[config.mk]
export PLATFORM = sky130hd
export DESIGN_NAME = keyed_wdog
export DESIGN_NICKNAME = d
export VERILOG_FILES = /design/src/rtl/keyed_wdog.sv
export SDC_FILE = /design/constraint.sdc
export NUM_CORES = 1
export LEC_CHECK = 0
export BUFFER_PORTS_ARGS = -buffer_cell sky130_fd_sc_hd__buf_2
export CORE_MARGIN = 2
export CORE_UTILIZATION = 40
export CTS_BUF_LIST = sky130_fd_sc_hd__clkbuf_16
export CTS_CLUSTER_DIAMETER = 100
export DETAILED_ROUTE_END_ITERATION = 8
export PLACE_DENSITY = 0.54
export SYNTH_ARGS = -nofsm -noshare
export SYNTH_HDL_FRONTEND = slang
export SYNTH_SLANG_ARGS = --single-unit
[constraint.sdc]
create_clock -name clk -period 3.92 [get_ports clk]
set_clock_uncertainty 0.1 [all_clocks]
set_input_delay 0.784 -clock clk [delete_from_list [all_inputs] [get_ports clk]]
set_output_delay 0.784 -clock clk [all_outputs]
set_load 0.02 [all_outputs]
[src/rtl/keyed_wdog.sv]
module keyed_wdog #(
  parameter int DATA_W = 32,
  parameter int KEY_W = 16,
  parameter int ADDR_W = 3,
  parameter logic [DATA_W-1:0] TIMEOUT_RST = 32'h0000_FFFF
) (
  input  logic              clk,
  input  logic              rst_n,
  input  logic              reg_we,
  input  logic [ADDR_W-1:0] reg_addr,
  input  logic [DATA_W-1:0] reg_wdata,
  output logic [DATA_W-1:0] reg_rdata,
  output logic              expire_o
);
  localparam logic [ADDR_W-1:0] A_CTRL = ADDR_W'(0);
  localparam logic [ADDR_W-1:0] A_TMO  = ADDR_W'(1);
  localparam logic [ADDR_W-1:0] A_SVC  = ADDR_W'(2);
  localparam logic [ADDR_W-1:0] A_CNT  = ADDR_W'(3);
  localparam logic [ADDR_W-1:0] A_KEY  = ADDR_W'(4);
  localparam logic [DATA_W-1:0] PAIR_A = DATA_W'(16'hA602);
  localparam logic [DATA_W-1:0] PAIR_B = DATA_W'(16'hB480);
  localparam logic [KEY_W-1:0]  K_MUL  = KEY_W'(17);
  localparam logic [KEY_W-1:0]  K_ADD  = KEY_W'(3);

  logic              run, keyed, soft_lk, hard_lk, armed;
  logic [DATA_W-1:0] tmo, cnt;
  logic [KEY_W-1:0]  key, key_next;

  wire locked = soft_lk | hard_lk;
  wire wr_ctrl = reg_we && reg_addr == A_CTRL;
  wire wr_tmo  = reg_we && reg_addr == A_TMO;
  wire wr_svc  = reg_we && reg_addr == A_SVC;
  wire wr_key  = reg_we && reg_addr == A_KEY;

  assign key_next = key * K_MUL + K_ADD;

  wire svc_key_ok  = wr_svc && keyed &&
                     reg_wdata == {{(DATA_W-KEY_W){1'b0}}, key_next};
  wire svc_pair_ok = wr_svc && !keyed && armed && reg_wdata == PAIR_B;
  wire reload      = svc_key_ok | svc_pair_ok;
  wire hit_zero    = run && cnt == '0;

  always_ff @(posedge clk or negedge rst_n) begin
    if (!rst_n) begin
      run      <= 1'b1;
      keyed    <= 1'b0;
      soft_lk  <= 1'b0;
      hard_lk  <= 1'b0;
      armed    <= 1'b0;
      tmo      <= TIMEOUT_RST;
      cnt      <= TIMEOUT_RST;
      key      <= '0;
      expire_o <= 1'b0;
    end else begin
      expire_o <= hit_zero && !reload;

      if (reload || hit_zero) cnt <= tmo;
      else if (run)           cnt <= cnt - 1'b1;

      if (reg_we) armed <= wr_svc && !keyed && reg_wdata == PAIR_A;

      if (wr_ctrl) begin
        if (!locked) begin
          run     <= reg_wdata[0];
          keyed   <= reg_wdata[1];
          soft_lk <= reg_wdata[2];
          hard_lk <= reg_wdata[3];
        end else if (!hard_lk && !reg_wdata[2]) begin
          soft_lk <= 1'b0;
        end
      end

      if (wr_tmo && !locked) tmo <= reg_wdata;

      if (svc_key_ok)                key <= reg_wdata[KEY_W-1:0];
      else if (wr_key && !locked)    key <= reg_wdata[KEY_W-1:0];
    end
  end

  always_comb begin
    case (reg_addr)
      A_CTRL:  reg_rdata = DATA_W'({hard_lk, soft_lk, keyed, run});
      A_TMO:   reg_rdata = tmo;
      A_CNT:   reg_rdata = run ? '0 : cnt;
      A_KEY:   reg_rdata = DATA_W'(key);
      default: reg_rdata = '0;
    endcase
  end
endmodule


# [Word level (Yosys, flattened, before mapping)]
# Index checks and enable logic that the tools add are counted.
[word_totals] register_bits=86 in_bits=38 out_inout_bits=33 elab_cells=58
[classes] addsub=2 n_mul=1 eq_ne=8 muxes=8 bitwise=3 reduce_logical=27
[ops] op="$pmux 32 s4" n=1
[ops] op="$mux 32" n=3
[ops] op="$eq 32x16->1 const B" n=2
[ops] op="$eq 32x16->1" n=1
[ops] op="$logic_not 32->1" n=1
[ops] op="$mux 16" n=2
[ops] op="$sub 32x1->32 const B" n=1
[ops] op="$add 16x2->16 const B" n=1
[ops] op="$mul 16x5->16 const B" n=1
[ops] op="$logic_and 1x1->1" n=15
[ops] op="$eq 3x2->1 const B" n=2
[ops] op="$logic_not 1->1" n=5
[ops] op="$reduce_and 2->1" n=2
[ops] op="$reduce_bool 2->1" n=2
[ops] op="$eq 3x1->1 const B" n=1
[ops] op="$eq 3x3->1 const B" n=1
[ops] op="$logic_not 3->1" n=1
[ops] op="$mux 1" n=2
[ops] op="$ne 2x1->1 const B" n=1
[ops] op="$or 1x1->1" n=2
[ops] op="$logic_or 1x1->1" n=1
[ops] op="$not 1->1" n=1

# [Longest topological paths before layout]
# Gate-level depths: netlist of the first run.
[depth] ltp_word=8 mapped_depth=13 mapped_depth_nobuf=11

# [Worst setup path after synthesis of the first run]
# Ideal clock, no wire load.
[synth_timing] kind="register to register" from="register key[5]" to="register key[10]" setup_time_ps=125 arrival_ps=3132 t_required_ps=3695 setup_slack_ps=563 stages_incl_launch_ff=14 path_buffers=3 period_less_slack_ps=3357 cell_sequence="dfrtp_1 ha_1 ha_1 buf_2 a21oi_1 o22ai_1 a2111oi_0 and4_1 nand3_1 nor4_1 a21o_1 buf_4 buf_6 mux2_2"
[synth_between] elab_chain_cells=5 elab_cells_between_ends=6 classes_between="1 x add/sub; 1 x mul; 1 x eq/ne; 1 x mux; 2 x reduce/logical"
[synth_lines] element="start, declared" line="27" text="logic [KEY_W-1:0] key, key_next;"
[synth_lines] element="start signal, assigned" line="75" text="if (svc_key_ok) key <= reg_wdata[KEY_W-1:0];"
[synth_lines] element="start signal, assigned" line="76" text="else if (wr_key && !locked) key <= reg_wdata[KEY_W-1:0];"
[synth_lines] element="$mul 16x5->16 (*)" line="35" text="assign key_next = key * K_MUL + K_ADD;"
[synth_lines] element="$add 16x2->16 (*)" line="35"
[synth_lines] element="$eq 32x16->1 (*)" line="38" text="reg_wdata == {{(DATA_W-KEY_W){1'b0}}, key_next};"
[synth_lines] element="$logic_and 1x1->1 (*)" line="37" text="wire svc_key_ok = wr_svc && keyed &&"
[synth_lines] element="$mux 16 or $reduce_bool 2->1 (tied branches)"
# Every way passes the cells marked *; elsewhere a longest branch is shown, timed or not.
# A chain may end at the register's enable or synchronous reset.

# [Worst setup path in the final report of the first run]
[layout_timing] from="register key[6]" to="register cnt[17]"
[layout_between] elab_chain_cells=7 elab_cells_between_ends=8 classes_between="1 x add/sub; 1 x mul; 1 x eq/ne; 1 x mux; 1 x bitwise; 3 x reduce/logical"
[layout_lines] element="$mul 16x5->16 (*)" line="35"
[layout_lines] element="$add 16x2->16 (*)" line="35"
[layout_lines] element="$eq 32x16->1 (*)" line="38"
[layout_lines] element="$logic_and 1x1->1 (*)" line="37"
[layout_lines] element="$or 1x1->1 (*)" line="40" text="wire reload = svc_key_ok | svc_pair_ok;"
[layout_lines] element="$logic_or 1x1->1 (*)" line="57" text="if (reload || hit_zero) cnt <= tmo;"
[layout_lines] element="$mux 32 or $reduce_bool 2->1 (tied branches)"
[layout_lines] element="end signal, assigned" line="57"
[layout_lines] element="end signal, assigned" line="58" text="else if (run) cnt <= cnt - 1'b1;"
[layout_lines] element="end, declared" line="26" text="logic [DATA_W-1:0] tmo, cnt;"
# Marked as above.

==> impl_metrics.xml, run 1 <==
<?xml version="1.0" encoding="UTF-8"?>
<metrics>
  <group name="die">
    <metric name="floorplan.die.height" unit="um">125</metric>
    <metric name="die-width" unit="um">125</metric>
    <metric name="boundary_pin_count" unit="">71</metric>
    <metric name="std_cell_core_area" unit="mm2">0.0144</metric>
    <metric name="num_rows" unit="">44</metric>
    <metric name="initial_core_utilization" unit="%">40.7</metric>
    <metric name="die_area" unit="mm2">0.0157</metric>
  </group>
  <group name="setup_path">
    <metric name="required" unit="ns">4.05</metric>
    <metric name="cp-startpoint" unit="">key[6]$_DFFE_PN0P_</metric>
    <metric name="worstPathCellList" unit="">ha_1, ha_2, xor2_4, o21ai_0, nor3b_1, or4_1, nor4_2, a211o_4, buf_4, mux2_4</metric>
    <metric name="crit_end" unit="">cnt[17]$_DFFE_PN0P_</metric>
    <metric name="setup.reg_to_reg.worst_slack" unit="ns">0.26</metric>
    <metric name="crit-reg2reg-launch" unit="">key[6]$_DFFE_PN0P_</metric>
    <metric name="worst-path-buf-inv" unit="">1</metric>
    <metric name="timing.rr.end" unit="">cnt[17]$_DFFE_PN0P_</metric>
    <metric name="timing.critical_path.from_type" unit="">flip-flop</metric>
    <metric name="rr_worst_depth" unit="">10</metric>
    <metric name="crit_path_max_incr_delay" unit="ns">0.55</metric>
    <metric name="critPathArrivalTime" unit="ns">3.79</metric>
    <metric name="critical-path-top-delay-family" unit="">simple AND/OR/NAND/NOR gates</metric>
    <metric name="crit_path_top_delay_cell" unit="">or4_1</metric>
    <metric name="critPathMaxFanout" unit="">12</metric>
    <metric name="crit_cells" unit="">10</metric>
    <metric name="kind_of_end_point_of_the_critical_path" unit="">flip-flop</metric>
    <metric name="path_class" unit="">flip-flop to flip-flop</metric>
  </group>
  <group name="route">
    <metric name="postRouteAntennaNets" unit="">0</metric>
    <metric name="remaining_drc_errors" unit="">0</metric>
    <metric name="drt-initial-drc-count" unit="">280</metric>
    <metric name="vias" unit="">4578</metric>
    <metric name="dr.pass1.iters" unit="">8</metric>
    <metric name="vias_per_cell" unit="">5.72</metric>
    <metric name="routed_wire_length_per_instance" unit="um">19.8</metric>
    <metric name="postRouteWirelength" unit="mm">15.8</metric>
  </group>
  <group name="finish">
    <metric name="layout.nets" unit="">674</metric>
    <metric name="regArea" unit="mm2">0.00219</metric>
    <metric name="layout-area-overhead-vs-synth" unit="%">16.1</metric>
    <metric name="fillerInstances" unit="">1386</metric>
    <metric name="antennaDiodeCount" unit="">0</metric>
    <metric name="combined_area_of_the_multi_input_logic_cells" unit="mm2">0.00351</metric>
    <metric name="fraction_of_final_layout_cells_sized_beyond_drive_strength_1" unit="%">39.9</metric>
    <metric name="layout.core_utilization" unit="%">47.3</metric>
  </group>
  <group name="synth">
    <metric name="synth_fa_ha_area_share" unit="%">5.45</metric>
    <metric name="dominant_combinational_cell_family_by_area_after_synthesis" unit="">multiplexers</metric>
    <metric name="synth-seq-area-share" unit="%">37.3</metric>
    <metric name="yosys_warnings" unit="">0</metric>
    <metric name="synth_compound_area_share" unit="%">11.3</metric>
    <metric name="post_synth_inst_count" unit="">533</metric>
    <metric name="synthesis.area" unit="mm2">0.00587</metric>
    <metric name="async_reset_ff_share" unit="%">100</metric>
    <metric name="syn_area_per_cell" unit="um2">11.0</metric>
    <metric name="syn_nets" unit="">596</metric>
    <metric name="postSynthRegisterBits" unit="">86</metric>
    <metric name="post_synth_and_or_nand_nor_area_fraction" unit="%">15.1</metric>
    <metric name="synth-main-ff-cell" unit="">dfrtp_1</metric>
    <metric name="synth.area.mux_share" unit="%">19.2</metric>
    <metric name="synth.distinct_cells" unit="">69</metric>
    <metric name="synth_edf_count" unit="">0</metric>
    <metric name="post_synth_xor_area_fraction" unit="%">7.73</metric>
  </group>
  <group name="sta">
    <metric name="finalMaxSlewViolations" unit="">0</metric>
    <metric name="fin_hold_ws" unit="ns">0.436</metric>
    <metric name="worstMarginPinSlew" unit="ns">1.01</metric>
    <metric name="timing.final.hold_violations" unit="">0</metric>
    <metric name="rsz0062_at_grt" unit="">false</metric>
    <metric name="worst_slew_margin_rel" unit="%">32.6</metric>
    <metric name="fin_setup_tns" unit="ns">0</metric>
    <metric name="min_period_over_period" unit="%">93.3</metric>
    <metric name="finalSetupViolCount" unit="">0</metric>
    <metric name="fmaxAchievable" unit="GHz">0.273</metric>
    <metric name="finalCriticalPeriod" unit="ns">3.66</metric>
  </group>
  <group name="job">
    <metric name="max_cap_viol_count" unit="">0</metric>
  </group>
  <group name="cts">
    <metric name="cts_tree" unit="">done</metric>
    <metric name="clk_latency" unit="ns">0.35</metric>
    <metric name="clk_pin_slew_worst_paths" unit="ns">0.06</metric>
    <metric name="clock_buffers_created_by_tritoncts" unit="">9</metric>
    <metric name="cts_setup_buffers" unit="">0</metric>
    <metric name="clock_tree.buffer_depth" unit="">2</metric>
    <metric name="cts_root_cell" unit="">clkbuf_16</metric>
    <metric name="clock-sinks" unit="">86</metric>
    <metric name="cts_htree_levels" unit="">3</metric>
  </group>
  <group name="pwr">
    <metric name="power.density" unit="mW/mm2">798</metric>
    <metric name="ir_drop" unit="uV">303</metric>
    <metric name="power.leakage" unit="nW">3.13</metric>
  </group>
  <group name="global_route">
    <metric name="globalRouteOverflowTotal" unit="">0</metric>
    <metric name="antenna_found_initial" unit="">0</metric>
    <metric name="groute.usage.overall" unit="%">20.8</metric>
    <metric name="first_pass_grt_wire_length" unit="mm">25.9</metric>
    <metric name="grt_start_max_net_pins" unit="">79</metric>
    <metric name="first_global_vias" unit="">4682</metric>
  </group>
  <group name="min_path">
    <metric name="min_path_cells" unit="">1</metric>
    <metric name="min-delay-path-class" unit="">flip-flop to flip-flop</metric>
  </group>
  <group name="placed_design">
    <metric name="post-dp-hpwl" unit="mm">11.7</metric>
    <metric name="numPortBuffers" unit="">70</metric>
    <metric name="gp_routability_congestion" unit="">0.923</metric>
  </group>
  <group name="status">
    <metric name="run_status" unit="">finished clean</metric>
  </group>
</metrics>
## synth_stat cells, types with 4 or more instances
library cell  number  share of area, %
nor2_1            29               1.9
dfstp_2           33                15
a22o_1            16               2.4
a21oi_1           17               1.4
xor2_1            31               4.6
mux2_4            30               7.7
nor3_1            15               1.3
or4_4              4              0.77
inv_1             17               1.1
ha_1              24               5.1
or3_1              4              0.43
nor4_1            19               2.0
nand2_1           29               1.9
dfrtp_1           53                23
mux2i_1            7               1.2
nor3b_1            4              0.51
mux2_2            54                10
clkbuf_1          11              0.70
a222oi_1          12               2.0
nand3_1            6              0.51
and3_1             4              0.43
nand4_1            5              0.53
xnor2_1           19               2.8
o21ai_0           14               1.2
## sequential cells by signal (all words and copies together) (netlist names)
register / flops
key: 16
armed: 1
run: 1
soft_lk: 1
tmo: 32
cnt: 32
keyed: 1
hard_lk: 1
expire_o: 1
## layout by cell type (no fill, tap or decap), types with 15 or more instances in the layout
cell     Yosys  final
buf_2        3     69
dfstp_2     33     33
xor2_1      31     30
buf_4        2     20
nor2_1      29     29
a21oi_1     17     16
nor4_1      19     18
xnor2_1     19     19
ha_1        24     23
dfrtp_1     53     53
mux2_4      30     30
nor3_1      15     15
inv_1       17     21
a22o_1      16     16
mux2_2      54     54
nand2_1     29     29
## final cells by class
class | count | share of cell area [%]
Inverter | 18 | 0.991
Tap cell | 184 | 3.38
Multi-Input combinational cell | 405 | 51.4
Clock buffer | 9 | 3.30
Clock inverter | 7 | 0.881
Timing Repair Buffer | 91 | 7.85
Sequential cell | 86 | 32.2
## layer usage
metal	global-route usage [%]	up-vias	share of wire [%]
met1	27.9	2281	46
met5	0	-	0
li1	-	2155	-
met3	3.98	25	3.9
met2	33.5	117	47
met4	7.78	0	2.6
## how the worst min path moves through the flow
stage / endpoint / start / slack, ns
6_report: cnt[28]$_DFFE_PN0P_ / tmo[28]$_DFFE_PN0P_ / 0.44
5_1_grt: hard_lk$_DFFE_PN0P_ / hard_lk$_DFFE_PN0P_ / 0.46
4_1_cts: hard_lk$_DFFE_PN0P_ / hard_lk$_DFFE_PN0P_ / 0.43
3_5_place_dp: hard_lk$_DFFE_PN0P_ / hard_lk$_DFFE_PN0P_ / 0.42
3_3_place_gp: hard_lk$_DFFE_PN0P_ / hard_lk$_DFFE_PN0P_ / 0.40
2_1_floorplan: hard_lk$_DFFE_PN0P_ / hard_lk$_DFFE_PN0P_ / 0.38
## metrics by stage
step / instance area [um2] / power (mW) / setup WS [ns] / std cells
2_1_floorplan: 5870 / 3.74 / 0.563 / 533
3_3_place_gp: 6500 / 4.53 / -0.0138 / 784
3_5_place_dp: 6500 / 4.52 / 0.0797 / 784
4_1_cts: 6790 / 5.39 / 0.0566 / 800
5_1_grt: 6820 / 5.88 / 0.0162 / 800
6_report: 6820 / 5.44 / 0.263 / 800
## repair_timing
action	4_1_cts	5_1_grt
endpoints found under the setup margin	0	48
hold buffers	0	0
resized for setup	0	6
endpoints found under the hold margin	0	0
## kinds of logic (layout without fill, tap and decap cells)
group           after synthesis  count (layout)
buf+inv                      42             125
mux                          91              91
xor+xnor                     51              51
compound gates               90              90
flops                        86              86
fa+ha+maj                    25              25
simple gates                148             148
## report_power, final
part,internal [mW],switching (mW)
Combinational,1.35,1.55
Clock,0.485,0.358
Sequential,1.29,0.411
Total,3.13,2.32
Note: power is estimated with default switching activity, not from simulation.
==> run 2, diff against run 1 <==
- PLACE_DENSITY: 0.54 -> default
- clock period: 3.92 -> 3.1 ns (I/O delays scaled with it)
==> run 2 against run 1 <==
Compared with the run above:
- the flow now finishes with violations (setup timing)
- sequential power is 26% higher
- maximum frequency is 9.8% higher
- register-to-register slack worse by 0.49 ns
- die area stayed put
- count of clock-buffer cells in the layout stayed put
- cell count is 11% higher
- wire length is 11% higher
==> impl_metrics.xml, run 2 (synthesized netlist as in run 1, its figures left out) <==
<?xml version="1.0" encoding="UTF-8"?>
<metrics>
  <group name="sta">
    <metric name="rsz0062_at_grt" unit="">true</metric>
    <metric name="worstMarginPinSlew" unit="ns">0.613</metric>
    <metric name="finalSetupViolCount" unit="">48</metric>
    <metric name="min_period_over_period" unit="%">107</metric>
    <metric name="finalCriticalPeriod" unit="ns">3.33</metric>
    <metric name="timing.final.hold_violations" unit="">0</metric>
    <metric name="fmaxAchievable" unit="GHz">0.300</metric>
    <metric name="finalMaxSlewViolations" unit="">0</metric>
    <metric name="worst_slew_margin_rel" unit="%">59.0</metric>
    <metric name="postLayoutSetupSlackWorst" unit="ns">-0.232</metric>
  </group>
  <group name="setup_path">
    <metric name="required" unit="ns">3.22</metric>
    <metric name="kind_of_end_point_of_the_critical_path" unit="">flip-flop</metric>
    <metric name="cp-startpoint" unit="">key[9]$_DFFE_PN0P_</metric>
    <metric name="timing.rr.end" unit="">key[12]$_DFFE_PN0P_</metric>
    <metric name="timing.critical_path.from_type" unit="">flip-flop</metric>
    <metric name="critPathMaxFanout" unit="">5</metric>
    <metric name="rr_worst_depth" unit="">13</metric>
    <metric name="setup.reg_to_reg.worst_slack" unit="ns">-0.23</metric>
    <metric name="crit-reg2reg-launch" unit="">key[9]$_DFFE_PN0P_</metric>
    <metric name="critPathArrivalTime" unit="ns">3.45</metric>
    <metric name="path_class" unit="">flip-flop to flip-flop</metric>
  </group>
  <group name="finish">
    <metric name="final_cells" unit="">884</metric>
    <metric name="most_common_library_cell_in_the_layout_ignoring_fill_and_taps" unit="">buf_4</metric>
    <metric name="layout-area-overhead-vs-synth" unit="%">38.4</metric>
    <metric name="fraction_of_final_layout_cells_sized_beyond_drive_strength_1" unit="%">55.3</metric>
    <metric name="layout.nets" unit="">758</metric>
    <metric name="antennaDiodeCount" unit="">0</metric>
    <metric name="most-common-layout-cells" unit="">91 x buf_4, 69 x buf_2, 47 x dfrtp_1, 46 x mux2_4, 38 x mux2_2</metric>
    <metric name="combined_area_of_the_multi_input_logic_cells" unit="mm2">0.00411</metric>
    <metric name="finish.instance_area" unit="mm2">0.00813</metric>
    <metric name="regArea" unit="mm2">0.00220</metric>
    <metric name="fillerInstances" unit="">1230</metric>
    <metric name="top_regs" unit="">cnt (32), tmo (32), key (16)</metric>
  </group>
  <group name="die">
    <metric name="num_rows" unit="">44</metric>
    <metric name="die-width" unit="um">125</metric>
    <metric name="boundary_pin_count" unit="">71</metric>
    <metric name="std_cell_core_area" unit="mm2">0.0144</metric>
    <metric name="initial_core_utilization" unit="%">40.7</metric>
    <metric name="floorplan.die.height" unit="um">125</metric>
    <metric name="die_area" unit="mm2">0.0157</metric>
  </group>
  <group name="cts">
    <metric name="clk_pin_slew_worst_paths" unit="ns">0.06</metric>
    <metric name="cts_root_cell" unit="">clkbuf_16</metric>
    <metric name="cts_tree" unit="">done</metric>
    <metric name="clock-sinks" unit="">86</metric>
    <metric name="clock_tree.buffer_depth" unit="">2</metric>
    <metric name="clk_latency" unit="ns">0.33</metric>
    <metric name="cts_htree_levels" unit="">3</metric>
    <metric name="ctsHoldBuffers" unit="">0</metric>
    <metric name="clock_buffers_created_by_tritoncts" unit="">9</metric>
  </group>
  <group name="pwr">
    <metric name="fin_total_pwr" unit="mW">9.32</metric>
    <metric name="power.density" unit="mW/mm2">1150</metric>
    <metric name="power.leakage" unit="nW">3.64</metric>
    <metric name="ir_drop" unit="uV">734</metric>
  </group>
  <group name="route">
    <metric name="vias_per_cell" unit="">5.67</metric>
    <metric name="postRouteAntennaNets" unit="">0</metric>
    <metric name="remaining_drc_errors" unit="">0</metric>
    <metric name="vias" unit="">5013</metric>
    <metric name="dr.pass1.iters" unit="">6</metric>
    <metric name="postRouteWirelength" unit="mm">17.5</metric>
    <metric name="routed_wire_length_per_instance" unit="um">19.8</metric>
    <metric name="drt-initial-drc-count" unit="">395</metric>
  </group>
  <group name="placed_design">
    <metric name="numPortBuffers" unit="">70</metric>
    <metric name="numPlacedInstances" unit="">844</metric>
    <metric name="placement.cell_area" unit="mm2">0.00708</metric>
    <metric name="detailedPlace.worstSlack" unit="ns">-0.345</metric>
    <metric name="gp_routability_congestion" unit="">0.909</metric>
    <metric name="post-dp-hpwl" unit="mm">12.5</metric>
  </group>
  <group name="status">
    <metric name="run_status" unit="">finished with violations</metric>
    <metric name="violations_in_the_final_reports" unit="">setup timing</metric>
  </group>
  <group name="global_route">
    <metric name="grt_start_max_net_pins" unit="">51</metric>
    <metric name="antenna_found_initial" unit="">0</metric>
    <metric name="first_pass_grt_wire_length" unit="mm">27.1</metric>
    <metric name="globalRouteOverflowTotal" unit="">0</metric>
    <metric name="first_global_vias" unit="">5128</metric>
    <metric name="groute.usage.overall" unit="%">21.7</metric>
  </group>
  <group name="min_path">
    <metric name="min-delay-path-class" unit="">input pin to async pin</metric>
  </group>
  <group name="job">
    <metric name="max_cap_viol_count" unit="">0</metric>
  </group>
</metrics>
[run 2: cell types whose count changed in the layout (fill, tap and decap cells not counted), moves of 5 or more]
cell | previous run | this run
buf_4 | 20 | 91
ha_1 | 23 | 4
ha_4 | 0 | 19
mux2_2 | 54 | 38
mux2_4 | 30 | 46
buf_6 | 0 | 7
dfrtp_1 | 53 | 47
dfrtp_2 | 0 | 6
o21ai_0 | 14 | 9
[run 2: worst max-delay path, cell delays in order, from the launching register on]
cell,delay (ns)
dfrtp_2,0.47
ha_4,0.27
ha_4,0.27
buf_6,0.11
nand2_4,0.04
o211ai_1,0.24
a31oi_1,0.12
buf_4,0.16
a211oi_2,0.21
nand4b_1,0.17
nor4_4,0.35
a21o_1,0.22
buf_6,0.16
mux2_2,0.33
[run 2: worst max path at each step]
stage / end / slack [ns] / cells past startpoint
floorplan: key[10]$_DFFE_PN0P_ / 0.003 / 13
global placement: cnt[16]$_DFFE_PN0P_ / -0.41 / 13
detailed placement: cnt[16]$_DFFE_PN0P_ / -0.34 / 13
CTS: cnt[13]$_DFFE_PN1P_ / -0.20 / 12
global route: key[5]$_DFFE_PN0P_ / -0.34 / 13
finish: key[12]$_DFFE_PN0P_ / -0.23 / 13
[run 2: final cells by class]
type	instances	area share [%]
sequential	86	27.1
multi-input combinational	405	50.6
timing repair buffer	175	15.6
inverter	18	0.831
clock inverter	7	0.339
clock buffer	9	2.77
tap	184	2.83
[run 2: metal layers]
metal,vias up,share of wire (%),track usage [%]
li1,2315,-,-
met2,134,51,38.1
met5,-,0,0
met4,0,3.0,7.71
met1,2525,42,27.4
met3,39,4.0,2.78
[run 2: metrics by stage]
step	setup TNS (ns)	hold slack [ns]	util, %
finish	-9.24	0.159	56.3
global route	-14.26	0.183	56.3
CTS	-7.28	0.169	54.5
floorplan	0	0.224	-
detailed placement	-14.73	0.415	49.1
global placement	-16.97	0.393	49.1
[run 2: power breakdown]
part	leakage [nW]	switching [mW]	internal [mW]
Sequential	1.01	0.509	1.63
Clock	0.136	0.418	0.525
Combinational	2.50	2.90	3.33
Total	3.64	3.82	5.49
[run 2: what timing repair did]
action | CTS | global route
buffers inserted | 20 | 5
pin swaps | 19 | 26
endpoints found under the setup margin | 49 | 48
gates cloned | 2 | 2
resized for setup | 55 | 56
